`src/rtl/pwm_sched_pkg.sv`:
```
package pwm_sched_pkg;

    typedef enum logic [1:0] {
        ARM_LOCKED,
        ARM_CLEARING,
        ARM_READY,
        ARM_RUNNING
    } arm_state_t;

    localparam int CTRL_SYNC_CLR = 0;
    localparam int CTRL_SYNC_EN  = 1;
    localparam int CTRL_CH_CLR   = 2;
    localparam int CTRL_CH_EN    = 3;
    localparam int CTRL_DUAL     = 4;
    localparam int CTRL_W        = 5;

endpackage

```
`src/rtl/pwm_arm_fsm.sv`:
```
module pwm_arm_fsm
    import pwm_sched_pkg::*;
(
    input  logic clk,
    input  logic rst_n,
    input  logic clr,
    input  logic en,
    input  logic permit,
    output logic running
);

    arm_state_t state, state_nx;

    always_ff @(posedge clk or negedge rst_n) begin
        if (!rst_n) state <= ARM_LOCKED;
        else        state <= state_nx;
    end

    always_comb begin
        state_nx = state;
        unique case (state)
            ARM_LOCKED:   if (clr) state_nx = ARM_CLEARING;
            ARM_CLEARING: if (!clr) state_nx = ARM_READY;
            ARM_READY: begin
                if (clr)                state_nx = ARM_CLEARING;
                else if (en && permit)  state_nx = ARM_RUNNING;
            end
            ARM_RUNNING: begin
                if (clr)                  state_nx = ARM_CLEARING;
                else if (!en || !permit)  state_nx = ARM_READY;
            end
            default: state_nx = ARM_LOCKED;
        endcase
    end

    always_comb running = (state == ARM_RUNNING);

    // a locked machine cannot jump straight to running
    a_r2_locked_no_run: assert property (@(posedge clk) disable iff (!rst_n)
        (state == ARM_LOCKED) |=> (state != ARM_RUNNING));

endmodule

```
`src/rtl/pwm_period_timer.sv`:
```
module pwm_period_timer #(
    parameter int CNT_W = 16
) (
    input  logic             clk,
    input  logic             rst_n,
    input  logic             run,
    input  logic             dual,
    input  logic [CNT_W-1:0] per_act,
    output logic [CNT_W-1:0] cnt,
    output logic             sync_pulse,
    output logic             load_per,
    output logic             load_cmp
);

    localparam int EXT_W = CNT_W + 1;

    logic [EXT_W-1:0] cnt_inc;
    logic             at_end;
    logic             at_half;

    always_comb begin
        cnt_inc  = {1'b0, cnt} + EXT_W'(1);
        at_end   = (cnt_inc >= {1'b0, per_act});
        at_half  = dual && (cnt_inc == {2'b00, per_act[CNT_W-1:1]});
        load_per = !run || at_end;
        load_cmp = load_per || at_half;
        sync_pulse = run && (cnt == '0);
    end

    always_ff @(posedge clk or negedge rst_n) begin
        if (!rst_n)       cnt <= '0;
        else if (!run)    cnt <= '0;
        else if (at_end)  cnt <= '0;
        else              cnt <= cnt_inc[CNT_W-1:0];
    end

    // a stopped generator holds its counter at zero
    a_r2_held_zero: assert property (@(posedge clk) disable iff (!rst_n)
        !run |=> (cnt == '0));

    // the count never reaches the period value while running
    a_r3_cnt_in_range: assert property (@(posedge clk) disable iff (!rst_n)
        (run && per_act != '0) |-> (cnt < per_act));

    // sync lasts one cycle for periods of two or more
    a_r3_pulse_one_cycle: assert property (@(posedge clk) disable iff (!rst_n)
        (sync_pulse && per_act > CNT_W'(1)) |=> !sync_pulse);

endmodule

```
`src/rtl/pwm_shadow_bank.sv`:
```
module pwm_shadow_bank #(
    parameter int CNT_W  = 16,
    parameter int PHASES = 3,
    parameter int ADDR_W = 3
) (
    input  logic                         clk,
    input  logic                         rst_n,
    input  logic                         wr_en,
    input  logic [ADDR_W-1:0]            wr_addr,
    input  logic [CNT_W-1:0]             wr_data,
    input  logic                         load_per,
    input  logic                         load_cmp,
    output logic [CNT_W-1:0]             per_act,
    output logic [PHASES-1:0][CNT_W-1:0] on_act,
    output logic [PHASES-1:0][CNT_W-1:0] off_act
);

    logic [CNT_W-1:0] per_shd;

    always_ff @(posedge clk or negedge rst_n) begin
        if (!rst_n) begin
            per_shd <= '0;
            per_act <= '0;
        end else begin
            if (wr_en && wr_addr == '0) per_shd <= wr_data;
            if (load_per)               per_act <= per_shd;
        end
    end

    for (genvar p = 0; p < PHASES; p++) begin : g_phase
        localparam logic [ADDR_W-1:0] ON_ADDR  = ADDR_W'(2 * p + 1);
        localparam logic [ADDR_W-1:0] OFF_ADDR = ADDR_W'(2 * p + 2);
        logic [CNT_W-1:0] on_shd, off_shd;

        always_ff @(posedge clk or negedge rst_n) begin
            if (!rst_n) begin
                on_shd     <= '0;
                off_shd    <= '0;
                on_act[p]  <= '0;
                off_act[p] <= '0;
            end else begin
                if (wr_en && wr_addr == ON_ADDR)  on_shd  <= wr_data;
                if (wr_en && wr_addr == OFF_ADDR) off_shd <= wr_data;
                if (load_cmp) begin
                    on_act[p]  <= on_shd;
                    off_act[p] <= off_shd;
                end
            end
        end

        // active compare values only move on a load strobe
        a_r8_hold_between_loads: assert property (@(posedge clk) disable iff (!rst_n)
            !load_cmp |=> ($stable(on_act[p]) && $stable(off_act[p])));
    end

endmodule

```
`src/rtl/pwm_phase_chan.sv`:
```
module pwm_phase_chan #(
    parameter int CNT_W = 16
) (
    input  logic             clk,
    input  logic             rst_n,
    input  logic             run,
    input  logic [CNT_W-1:0] cnt,
    input  logic [CNT_W-1:0] ton,
    input  logic [CNT_W-1:0] toff,
    output logic             hs
);

    always_ff @(posedge clk or negedge rst_n) begin
        if (!rst_n)            hs <= 1'b0;
        else if (!run)         hs <= 1'b0;
        else if (cnt == toff)  hs <= 1'b0;
        else if (cnt == ton)   hs <= 1'b1;
    end

    // a stopped channel group drives no request
    a_r10_idle_low: assert property (@(posedge clk) disable iff (!rst_n)
        !run |=> !hs);

    // equal on/off never turns a low request on
    a_r5_equal_stays_off: assert property (@(posedge clk) disable iff (!rst_n)
        (run && ton == toff && !hs) |=> !hs);

endmodule

```
`src/rtl/pwm_sched.sv`:
```
module pwm_sched
    import pwm_sched_pkg::*;
#(
    parameter int CNT_W  = 16,
    parameter int PHASES = 3,
    parameter int ADDR_W = 3
) (
    input  logic              clk,
    input  logic              rst_n,
    input  logic              wr_en,
    input  logic [ADDR_W-1:0] wr_addr,
    input  logic [CNT_W-1:0]  wr_data,
    output logic [PHASES-1:0] hs_req,
    output logic              sync_pulse
);

    localparam logic [ADDR_W-1:0] CTRL_ADDR = ADDR_W'(2 * PHASES + 1);

    logic [CTRL_W-1:0]             ctrl;
    logic                          sync_run, ch_run;
    logic                          load_per, load_cmp;
    logic [CNT_W-1:0]              cnt, per_act;
    logic [PHASES-1:0][CNT_W-1:0]  on_act, off_act;

    always_ff @(posedge clk or negedge rst_n) begin
        if (!rst_n)                          ctrl <= '0;
        else if (wr_en && wr_addr == CTRL_ADDR) ctrl <= wr_data[CTRL_W-1:0];
    end

    pwm_arm_fsm u_sync_arm (
        .clk     (clk),
        .rst_n   (rst_n),
        .clr     (ctrl[CTRL_SYNC_CLR]),
        .en      (ctrl[CTRL_SYNC_EN]),
        .permit  (1'b1),
        .running (sync_run)
    );

    pwm_arm_fsm u_chan_arm (
        .clk     (clk),
        .rst_n   (rst_n),
        .clr     (ctrl[CTRL_CH_CLR]),
        .en      (ctrl[CTRL_CH_EN]),
        .permit  (sync_run),
        .running (ch_run)
    );

    pwm_period_timer #(.CNT_W(CNT_W)) u_timer (
        .clk        (clk),
        .rst_n      (rst_n),
        .run        (sync_run),
        .dual       (ctrl[CTRL_DUAL]),
        .per_act    (per_act),
        .cnt        (cnt),
        .sync_pulse (sync_pulse),
        .load_per   (load_per),
        .load_cmp   (load_cmp)
    );

    pwm_shadow_bank #(.CNT_W(CNT_W), .PHASES(PHASES), .ADDR_W(ADDR_W)) u_bank (
        .clk      (clk),
        .rst_n    (rst_n),
        .wr_en    (wr_en),
        .wr_addr  (wr_addr),
        .wr_data  (wr_data),
        .load_per (load_per),
        .load_cmp (load_cmp),
        .per_act  (per_act),
        .on_act   (on_act),
        .off_act  (off_act)
    );

    for (genvar p = 0; p < PHASES; p++) begin : g_chan
        pwm_phase_chan #(.CNT_W(CNT_W)) u_chan (
            .clk   (clk),
            .rst_n (rst_n),
            .run   (ch_run),
            .cnt   (cnt),
            .ton   (on_act[p]),
            .toff  (off_act[p]),
            .hs    (hs_req[p])
        );
    end

    // channels never run without the sync generator
    a_r10_chan_needs_sync: assert property (@(posedge clk) disable iff (!rst_n)
        !sync_run |=> !ch_run);

endmodule

```
`config.mk`:
```
export PLATFORM = sky130hd
export DESIGN_NAME = pwm_sched
export DESIGN_NICKNAME = d
export VERILOG_FILES = /design/src/rtl/pwm_sched_pkg.sv /design/src/rtl/pwm_arm_fsm.sv /design/src/rtl/pwm_period_timer.sv /design/src/rtl/pwm_shadow_bank.sv /design/src/rtl/pwm_phase_chan.sv /design/src/rtl/pwm_sched.sv
export SDC_FILE = /design/constraint.sdc
export NUM_CORES = 1
export LEC_CHECK = 0
export BUFFER_PORTS_ARGS = -buffer_cell sky130_fd_sc_hd__buf_2
export CORE_MARGIN = 2
export CORE_UTILIZATION = 63
export DETAILED_ROUTE_END_ITERATION = 7
export PLACE_DENSITY = 0.83
export SLEW_MARGIN = 15
export SYNTH_ARGS = -nofsm -noshare
export SYNTH_HDL_FRONTEND = slang
export SYNTH_HIERARCHICAL = 1
export SYNTH_SLANG_ARGS = --single-unit
export TNS_END_PERCENT = 20
```
`constraint.sdc`:
```
create_clock -name clk -period 4.75 [get_ports clk]
set_input_delay 0.2375 -clock clk [delete_from_list [all_inputs] [get_ports clk]]
set_output_delay 0.2375 -clock clk [all_outputs]
set_load 0.03 [all_outputs]
```
==> flow_summary.toml <==
[synthesis]
async_reset_ff_frac = 1.00
synth_ff_type = "dfrtp_1"
syn_area_per_cell_um2 = 14.0
synth_edf_count = 0
yosysUniqueCellTypes = 52
ys_seq_area_frac = 0.542
post_synth_inst_count = 829
yosys_warnings = 6
syn_area_um2 = 11600
synth_fp_nets = 869
ys_ff_latch = 252

[die]
fp.dieH_um = 140
initial_core_util = 0.645
die_area_um2 = 19600
core_area_um2 = 18000
io_pins = 26
die_w_um = 140
fp-row-count = 49

[grt]
track_usage = 0.274
grt_pass1_vias = 7505
grt_max_degree = 136
antenna_found_initial = 0
grt_pass1_wl_um = 41600
grt.overflow.total = 0

[timing]
finalSetupViolCount = 0
slew_violations = 0
fin_skew_ns = 0.0216
max_slew_margin = 0.320
rsz0062_at_grt = "false"
tightest_slew_ns = 1.02
min_period_ns = 4.29
fmax_mhz = 233
hold_viol = 0
hold_ws_ns = 0.0520
min_period_over_period = 0.903
finalSetupTns_ns = 0

[finish]
seqCellArea_um2 = 6310
multi_input_area_um2 = 5090
antenna_cells = 0
syn_to_final_growth_pct = 11.7
layout-drive-gt1-share = 0.393
fin_cells = 1121
nFillCells = 1169
nNetsFinal = 913

[pwr]
p_per_area_nw_per_um2 = 592
irDropWorstVdd_mv = 0.352
leakage_nw = 5.81

[drt]
vias = 6836
drc = 0
ant_nets = 0
wl_per_cell_um = 23.1
via_per_inst = 6.10
drt-initial-drc-count = 513
dr.pass1.iters = 5
routed_wl_um = 25900

[worst_setup_path]
cp.arrival_ns = 4.69
startpoint_type = "register"
rrSetupSlack_ns = 0.46
rr_endpoint = "u_bank/off_act[21]"
path_class = "reg -> reg"
crit_start = "u_timer/cnt[0]"
cp-endpoint = "u_bank/off_act[21]"
critPathTopFamily = "compound AO/OA/AOI/OAI gates"
worst_ep_required_time_ns = 5.15
crit_fanout = 33
cp_num_cells = 16
cp_cell_sequence = "ha_1 > and4_4 > nand3_1 > nor2_1 > xnor2_1 > inv_1 > ha_1 > a21o_1 > a21o_1 > a21oi_1 > o2111ai_1 > a2111oi_4 > nor3_4 > a31o_4 > buf_12 > mux2_2"
r2r-start = "u_timer/cnt[0]"
worst_setup_path_end_kind = "register"
critPathMaxStageDelay_ns = 0.41
crit_buf_inv = 2
r2r_cells = 16
cp_slowest_cell = "a2111oi_4"

[cts]
clk_latency_ns = 0.54
cts_tree = "yes"
post-cts-setup-buffers = 0
clk_path_buf_depth = 3
clkTransAtPathRegs_ns = 0.06
cts_root_buf = "clkbuf_16"
cts_made_buffers = 26
numClockSinks = 252
h-tree-depth = 1

[place]
gp_congestion = 0.828
place_inst = 1073
io_buffer_count = 25
post-dp-hpwl_um = 17200

[hold_path]
worstHoldPathType = "in -> reg"

[job]
max_cap_violations = 0

[status]
outcome = "completed"
-- through the flow --
stage	setup slack, ns	area (um^2)	total power [W]	utilization
2_1_floorplan	0.490	11600	0.00500	-
3_3_place_gp	0.618	12100	0.00548	0.672
3_5_place_dp	0.531	12100	0.00564	0.672
4_1_cts	0.477	13000	0.00770	0.720
5_1_grt	0.216	13000	0.00807	0.720
6_report	0.463	13000	0.00768	0.720
-- power breakdown --
part	switching (W)	internal, W
clock network	0.000826	0.00120
registers	0.000506	0.00287
logic	0.00104	0.00123
-- cell usage after synthesis, types with 4 or more instances --
cell / count / share of area
nor2b_1: 8 / 0.0043
ha_1: 18 / 0.019
a21o_1: 5 / 0.0032
nand4_1: 19 / 0.010
xor2_1: 54 / 0.041
nand2_1: 6 / 0.0019
nand3_1: 9 / 0.0039
nor4_2: 12 / 0.013
o21ai_0: 7 / 0.0030
mux2_2: 218 / 0.21
xnor2_1: 69 / 0.052
buf_6: 7 / 0.0068
nor2_1: 11 / 0.0035
inv_1: 27 / 0.0087
buf_2: 15 / 0.0065
nor4_1: 4 / 0.0022
nor3_1: 6 / 0.0026
mux2_4: 10 / 0.013
nor2_2: 9 / 0.0048
clkbuf_1: 8 / 0.0026
dfrtp_1: 252 / 0.54
-- worst register-to-register path, stage by stage, from the launching register on --
cell	delay (ns)
dfrtp_1	0.36
ha_1	0.23
and4_4	0.28
nand3_1	0.19
nor2_1	0.20
xnor2_1	0.24
inv_1	0.09
ha_1	0.31
a21o_1	0.17
a21o_1	0.17
a21oi_1	0.22
o2111ai_1	0.25
a2111oi_4	0.41
nor3_4	0.09
a31o_4	0.37
buf_12	0.27
mux2_2	0.32
-- layout by cell type (no fill, tap or decap), types with 4 or more instances in the layout --
cell / synthesis / routed
clkbuf_8: 0 / 5
nand2_1: 6 / 6
xor2_1: 54 / 54
nor4_1: 4 / 4
buf_2: 15 / 24
ha_1: 18 / 18
nor2_1: 11 / 11
mux2_4: 10 / 10
nor4_2: 12 / 12
buf_4: 1 / 19
nor3_1: 6 / 6
nand3_1: 9 / 9
inv_1: 27 / 27
clkbuf_16: 0 / 26
clkbuf_1: 8 / 8
mux2_2: 218 / 218
nor2b_1: 8 / 8
a21o_1: 5 / 5
xnor2_1: 69 / 69
nand4_1: 19 / 19
o21ai_0: 7 / 7
dfrtp_1: 252 / 252
nor2_2: 9 / 9
-- sequential cells by signal (all words and copies together), names as in the netlist --
signal                  cells
ctrl                        5
g_chan.u_chan/hs            3
u_bank/g_phase.off_shd     48
u_bank/g_phase.on_shd      48
u_bank/off_act             48
u_bank/on_act              48
u_bank/per_act             16
u_bank/per_shd             16
u_chan_arm/state            2
u_sync_arm/state            2
u_timer/cnt                16
-- how the worst min path moves through the flow --
stage,from,end,cells after the start
2_1_floorplan,rst_n,ctrl[0],0
3_3_place_gp,rst_n,u_bank/on_act[8],1
3_5_place_dp,rst_n,u_bank/on_act[14],1
4_1_cts,wr_data[6],u_bank/g_phase[2].on_shd[6],2
5_1_grt,wr_data[7],u_bank/per_shd[7],2
6_report,wr_data[6],u_bank/g_phase[2].on_shd[6],2
-- per-layer routing --
| layer | GRT usage | share of wire | vias up | wire length, um |
|---|---|---|---|---|
| li1 | - | - | 3003 | - |
| met1 | 0.377 | 0.43 | 3590 | 11100 |
| met2 | 0.451 | 0.49 | 186 | 12800 |
| met3 | 0.0427 | 0.050 | 57 | 1300 |
| met4 | 0.0911 | 0.028 | 0 | 734 |
| met5 | 0 | 0 | - | 0 |
-- what timing repair did --
item	in CTS	in global routing
gates resized for setup	0	0
hold endpoints to repair	134	0
hold buffers	1	0
-- area by class of cell --
type,instances,area share
tap,229,0.0221
sequential,252,0.486
timing repair buffer,48,0.0268
clock buffer,39,0.0577
clock inverter,8,0.00829
inverter,27,0.00780
multi-input combinational,518,0.392
-- cells by family after synthesis --
kind of cell	share of synthesized area
flip-flops	0.542
XOR/XNOR	0.0926
adder cells (fa/ha/maj)	0.0194
AO/OA/AOI/OAI	0.0247
AND/OR/NAND/NOR	0.0702
multiplexers	0.225
other	0.000322
buffers and inverters	0.0256
(Power assumes the default switching activity.)
